**config.mk**
```make
export PLATFORM = sky130hd
export DESIGN_NAME = bkpt_unit
export DESIGN_NICKNAME = d
export VERILOG_FILES = /design/src/rtl/bkpt_pkg.sv /design/src/rtl/bkpt_tag_queue.sv /design/src/rtl/bkpt_trig_qual.sv /design/src/rtl/bkpt_force_ctl.sv /design/src/rtl/bkpt_unit.sv
export SDC_FILE = /design/constraint.sdc
export NUM_CORES = 1
export LEC_CHECK = 0
export BUFFER_PORTS_ARGS = -buffer_cell sky130_fd_sc_hd__buf_2
export CELL_PAD_IN_SITES_DETAIL_PLACEMENT = 1
export CELL_PAD_IN_SITES_GLOBAL_PLACEMENT = 2
export CORE_UTILIZATION = 31
export DETAILED_ROUTE_END_ITERATION = 8
export PLACE_DENSITY = 0.89
export SLEW_MARGIN = 20
export SYNTH_ARGS = -nofsm -noshare
export SYNTH_HDL_FRONTEND = slang
export SYNTH_SLANG_ARGS = --single-unit
```
**constraint.sdc**
```tcl
create_clock -name clk_i -period 3.4 [get_ports clk_i]
set_clock_uncertainty 0.05 [all_clocks]
set_input_delay 0.34 -clock clk_i [delete_from_list [all_inputs] [get_ports clk_i]]
set_output_delay 0.34 -clock clk_i [all_outputs]
set_load 0.02 [all_outputs]
```
**src/rtl/bkpt_pkg.sv**
```systemverilog
package bkpt_pkg;
  typedef enum logic [1:0] {
    FC_IDLE = 2'd0,
    FC_WAIT = 2'd1,
    FC_REQ  = 2'd2
  } force_st_e;
endpackage

```
**src/rtl/bkpt_tag_queue.sv**
```systemverilog
module bkpt_tag_queue #(
  parameter int DEPTH = 2,
  parameter int TW    = 2
) (
  input  logic          clk_i,
  input  logic          rst_ni,
  input  logic          push_i,
  input  logic [TW-1:0] tag_i,
  input  logic          pop_i,
  input  logic          flush_i,
  output logic          head_valid_o,
  output logic [TW-1:0] head_tag_o
);
  localparam int CW = $clog2(DEPTH + 1);

  logic [DEPTH-1:0]          vld_q, vld_d;
  logic [DEPTH-1:0][TW-1:0]  tag_q, tag_d;
  logic [CW-1:0]             cnt, wr_idx;
  logic                      pop_eff, push_eff, full;

  always_comb begin
    cnt = '0;
    for (int i = 0; i < DEPTH; i++) cnt = cnt + CW'(vld_q[i]);
  end

  assign full     = vld_q[DEPTH-1];
  assign pop_eff  = pop_i & vld_q[0] & ~flush_i;
  assign push_eff = push_i & ~flush_i & (~full | pop_eff);
  assign wr_idx   = cnt - CW'(pop_eff);

  for (genvar i = 0; i < DEPTH; i++) begin : g_ent
    logic          src_v;
    logic [TW-1:0] src_t;
    if (i < DEPTH - 1) begin : g_mid
      assign src_v = pop_eff ? vld_q[i+1] : vld_q[i];
      assign src_t = pop_eff ? tag_q[i+1] : tag_q[i];
    end else begin : g_last
      assign src_v = pop_eff ? 1'b0 : vld_q[i];
      assign src_t = pop_eff ? '0   : tag_q[i];
    end
    always_comb begin
      vld_d[i] = src_v;
      tag_d[i] = src_t;
      if (flush_i) begin
        vld_d[i] = 1'b0;
        tag_d[i] = '0;
      end else if (push_eff && wr_idx == CW'(i)) begin
        vld_d[i] = 1'b1;
        tag_d[i] = tag_i;
      end
    end
  end

  always_ff @(posedge clk_i or negedge rst_ni) begin
    if (!rst_ni) begin
      vld_q <= '0;
      tag_q <= '0;
    end else begin
      vld_q <= vld_d;
      tag_q <= tag_d;
    end
  end

  assign head_valid_o = vld_q[0];
  assign head_tag_o   = tag_q[0];
endmodule

```
**src/rtl/bkpt_trig_qual.sv**
```systemverilog
module bkpt_trig_qual #(
  parameter int N_CMP = 2
) (
  input  logic [N_CMP-1:0] match_i,
  input  logic [N_CMP-1:0] tag_sel_i,
  input  logic             exec_i,
  input  logic             flush_i,
  input  logic             head_valid_i,
  input  logic [N_CMP-1:0] head_tag_i,
  output logic [N_CMP-1:0] tag_in_o,
  output logic             force_hit_o,
  output logic             fire_o,
  output logic [N_CMP-1:0] trig_o
);
  logic [N_CMP-1:0] force_m;

  assign force_m     = match_i & ~tag_sel_i;
  assign tag_in_o    = match_i & tag_sel_i;
  assign force_hit_o = |force_m;
  assign fire_o      = exec_i & ~flush_i & head_valid_i & (|head_tag_i);
  assign trig_o      = force_m | (fire_o ? head_tag_i : '0);
endmodule

```
**src/rtl/bkpt_force_ctl.sv**
```systemverilog
module bkpt_force_ctl
  import bkpt_pkg::*;
(
  input  logic clk_i,
  input  logic rst_ni,
  input  logic force_hit_i,
  input  logic tag_fire_i,
  input  logic insn_done_i,
  input  logic ack_i,
  output logic req_o
);
  force_st_e st_q, st_d;

  always_comb begin
    st_d = st_q;
    unique case (st_q)
      FC_IDLE: if (tag_fire_i) st_d = FC_REQ;
               else if (force_hit_i) st_d = FC_WAIT;
      FC_WAIT: if (tag_fire_i || insn_done_i) st_d = FC_REQ;
      FC_REQ:  if (ack_i && !tag_fire_i) st_d = FC_IDLE;
      default: st_d = FC_IDLE;
    endcase
  end

  always_ff @(posedge clk_i or negedge rst_ni) begin
    if (!rst_ni) st_q <= FC_IDLE;
    else         st_q <= st_d;
  end

  assign req_o = (st_q == FC_REQ);
endmodule

```
**src/rtl/bkpt_unit.sv**
```systemverilog
module bkpt_unit #(
  parameter int N_CMP = 2,
  parameter int DEPTH = 2
) (
  input  logic             clk_i,
  input  logic             rst_ni,
  input  logic [N_CMP-1:0] match_i,
  input  logic [N_CMP-1:0] tag_sel_i,
  input  logic             fetch_i,
  input  logic             exec_i,
  input  logic             flush_i,
  input  logic             insn_done_i,
  input  logic             bgnd_ack_i,
  output logic             bgnd_req_o,
  output logic             subst_o,
  output logic [N_CMP-1:0] trig_o
);
  logic             head_valid;
  logic [N_CMP-1:0] head_tag, tag_in;
  logic             force_hit, fire;

  bkpt_trig_qual #(.N_CMP(N_CMP)) qual_i (
    .match_i      (match_i),
    .tag_sel_i    (tag_sel_i),
    .exec_i       (exec_i),
    .flush_i      (flush_i),
    .head_valid_i (head_valid),
    .head_tag_i   (head_tag),
    .tag_in_o     (tag_in),
    .force_hit_o  (force_hit),
    .fire_o       (fire),
    .trig_o       (trig_o)
  );

  bkpt_tag_queue #(.DEPTH(DEPTH), .TW(N_CMP)) queue_i (
    .clk_i        (clk_i),
    .rst_ni       (rst_ni),
    .push_i       (fetch_i),
    .tag_i        (tag_in),
    .pop_i        (exec_i),
    .flush_i      (flush_i),
    .head_valid_o (head_valid),
    .head_tag_o   (head_tag)
  );

  bkpt_force_ctl ctl_i (
    .clk_i       (clk_i),
    .rst_ni      (rst_ni),
    .force_hit_i (force_hit),
    .tag_fire_i  (fire),
    .insn_done_i (insn_done_i),
    .ack_i       (bgnd_ack_i),
    .req_o       (bgnd_req_o)
  );

  assign subst_o = fire;
endmodule

```
==> impl_metrics.yaml <==
status:
  status: "complete, no violations"
logic_synthesis:
  syn_area_um2: 527
  synth_xor_area_frac: 0.0166
  synth_top_family_by_area: "simple AND/OR/NAND/NOR gates"
  synth_adder_area_share: 0.0713
  postSynthAreaPerCell_um2: 9.58
  synth_compound_area_frac: 0.152
  seq_area_frac_synth: 0.380
  synth-simple-area-share: 0.292
  ys_warn_count: 0
  synth_seq_cells: 8
  yosysUniqueCellTypes: 23
  synth_nets: 69
  synthMuxAreaShare: 0.0380
  syn_inst: 55
cts:
  clock-sinks: 8
  root_buffer: "clkbuf_4"
  path_clk_slew_ns: 0.05
  hold_buffers: 1
  htreeDepth: 1
  clk_latency_ns: 0.26
  cts_tree: "built"
  post_cts_buffers: 0
  clock_path_buffers: 2
  cts_resized: 0
  cts_made_buffers: 3
timing:
  finalSetupViolations: 0
  tightest_slew_ns: 0.313
  period_share: 0.676
  layout_min_cycle_time_ns: 2.30
  finalHoldViolCount: 0
  max_freq_mhz: 435
  setup_tns_ns: 0
  rsz0062_at_grt: "false"
  maxSlewViolCount: 0
  slew_headroom: 0.790
worst_setup_path:
  crit_required_ns: 3.50
  path_cells: "and3b_1, ha_1, inv_1, ha_1, nor4b_2, nand2_1, a311oi_1"
  crit_end: "queue_i.head_tag_o[1]"
  cp_common_cell: "ha_1"
  end_kind: "flop"
  path_max_fanout: 7
  crit_cells: 7
  slowest_delay_ns: 0.45
  crit_buf_inv: 1
  cp.arrival_ns: 2.39
  worstSetupStartpointType: "flop"
  timing.rr.start: "queue_i.vld_q[0]"
  critPathLaunch: "queue_i.vld_q[0]"
  timing_worst_setup_path_type: "reg -> reg"
  ff2ff_setup_slack_ns: 1.10
  cp_slowest_cell: "dfrtp_1"
  worstReg2RegEnd: "queue_i.head_tag_o[1]"
  r2r_cells: 7
  cp_top_family: "simple AND/OR/NAND/NOR gates"
pwr:
  irDropWorstVdd_v: 0.000225
  power_density_nw_per_um2: 480
  leakagePower_nw: 0.369
  power_uw: 306
routing:
  drc: 0
  first_pass_iters: 4
  antenna_left: 0
  viasPerCell: 5.27
  wl_mm: 1.26
  via_count: 464
  routedWlPerCell_um: 14.3
  drtIter0Drc: 2
place:
  place_hpwl_um: 962
  port_buffers: 14
  place_inst: 84
  gp_congestion: 0.838
floorplan:
  dieArea_um2: 1870
  die_h_um: 43.2
  initial_utilization: 0.342
  fp-row-count: 14
  io-pin-count: 15
  coreArea_um2: 1540
  die_x_um: 43.2
min_path:
  min_path_type: "in -> reg"
final_layout:
  areaGrowthSynthToFinish_pct: 21.1
  stdcell_count: 88
  nFillCells: 194
  diodes: 0
  postLayoutCoreUtil: 0.414
  layout.nets: 88
  drive_gt1_frac: 0.319
job:
  max_cap_viol_count: 0
global_route:
  grt_max_degree: 9
  grt-ovfl-total: 0
  grt_pass1_vias: 459
  grt_pass1_wl_mm: 2.10
  antenna_found_initial: 0
  grtUsageTotal: 0.161
## cell families (layout without fill, tap and decap cells)
kind of cell / Yosys count / in the layout
AOI/OAI and AO/OA: 10 / 10
muxes: 2 / 2
adders and majority gates: 3 / 3
DFF: 8 / 8
and+or+nand+nor: 26 / 26
xor gates and xnor gates: 1 / 1
buffers and inverters: 5 / 22
## per-layer routing
| metal | vias up | share of wire | GRT usage |
|---|---|---|---|
| li1 | 226 | - | - |
| met2 | 8 | 0.52 | 0.257 |
| met5 | - | 0 | 0 |
| met3 | 2 | 0.040 | 0.0638 |
| met1 | 228 | 0.42 | 0.188 |
| met4 | 0 | 0.016 | 0.0727 |
## state kept, by name, summed over array words and instances, names as in the netlist
signal              flops
ctl_i.st_q              2
queue_i.head_tag_o      2
queue_i.tag_q           2
queue_i.vld_q           2
## synth_stat cells (all sizes together)
cell type | number | area share
a311oi | 2 | 0.033
xnor2 | 1 | 0.017
o22ai | 1 | 0.012
and3b | 1 | 0.017
buf | 1 | 0.021
a21oi | 3 | 0.028
nand3 | 3 | 0.028
nor3b | 2 | 0.038
and2 | 1 | 0.012
nand2 | 10 | 0.071
or2 | 1 | 0.012
a21o | 2 | 0.028
o21ai | 1 | 0.0095
ha | 3 | 0.071
nor2b | 4 | 0.047
nor4b | 1 | 0.028
nor3 | 1 | 0.0095
mux2i | 2 | 0.038
a22oi | 1 | 0.040
inv | 4 | 0.028
and3 | 2 | 0.028
dfrtp | 8 | 0.38
## worst min path at each step
stage / start / to / depth (start not counted)
finish: flush_i / queue_i.vld_q[0] / 2
global route: flush_i / queue_i.head_tag_o[0] / 2
CTS: flush_i / queue_i.vld_q[0] / 2
detailed placement: rst_ni / ctl_i.st_q[0] / 1
global placement: rst_ni / ctl_i.st_q[0] / 1
floorplan: rst_ni / ctl_i.st_q[0] / 0
## cell type report
class / instances / area, um2 / area share
multi-input combinational: 42 / 300 / 0.471
sequential: 8 / 200 / 0.314
timing repair buffer: 15 / 80.1 / 0.125
clock buffer: 3 / 22.5 / 0.0353
tap: 16 / 20.0 / 0.0314
inverter: 4 / 15.0 / 0.0235
## power by group
| group | internal, mW | total (mW) | switching [mW] |
|---|---|---|---|
| combinational | 0.0472 | 0.0950 | 0.0478 |
| clock | 0.0404 | 0.0736 | 0.0331 |
| sequential | 0.114 | 0.137 | 0.0232 |
| total | 0.202 | 0.306 | 0.104 |
## layout by cell type (no fill, tap or decap)
| cell type | Yosys | routed |
|---|---|---|
| buf_2 | 0 | 14 |
| nand2_1 | 10 | 10 |
| dfrtp_1 | 8 | 8 |
| inv_1 | 4 | 4 |
| nor2b_1 | 4 | 4 |
| a21oi_1 | 3 | 3 |
| nand3_1 | 3 | 3 |
| ha_1 | 3 | 3 |
| clkbuf_4 | 0 | 3 |
| a21o_1 | 2 | 2 |
| and3_2 | 2 | 2 |
| a311oi_1 | 2 | 2 |
| mux2i_1 | 2 | 2 |
| and3b_1 | 1 | 1 |
| or2_2 | 1 | 1 |
| and2_1 | 1 | 1 |
| a22oi_4 | 1 | 1 |
| o22ai_1 | 1 | 1 |
| nor3_1 | 1 | 1 |
| nor3b_2 | 1 | 1 |
| xnor2_1 | 1 | 1 |
| nor4b_2 | 1 | 1 |
| o21ai_0 | 1 | 1 |
| nor3b_1 | 1 | 1 |
| dlygate4sd3_1 | 0 | 1 |
## per-stage QoR
stage,hold WS (ns),setup slack (ns),area (um2)
floorplan,-0.00559,1.38,527
global placement,0.138,1.11,606
detailed placement,0.145,1.08,606
CTS,0.270,1.07,638
global route,0.286,0.840,638
finish,0.281,1.10,638
(Power assumes the default switching activity.)
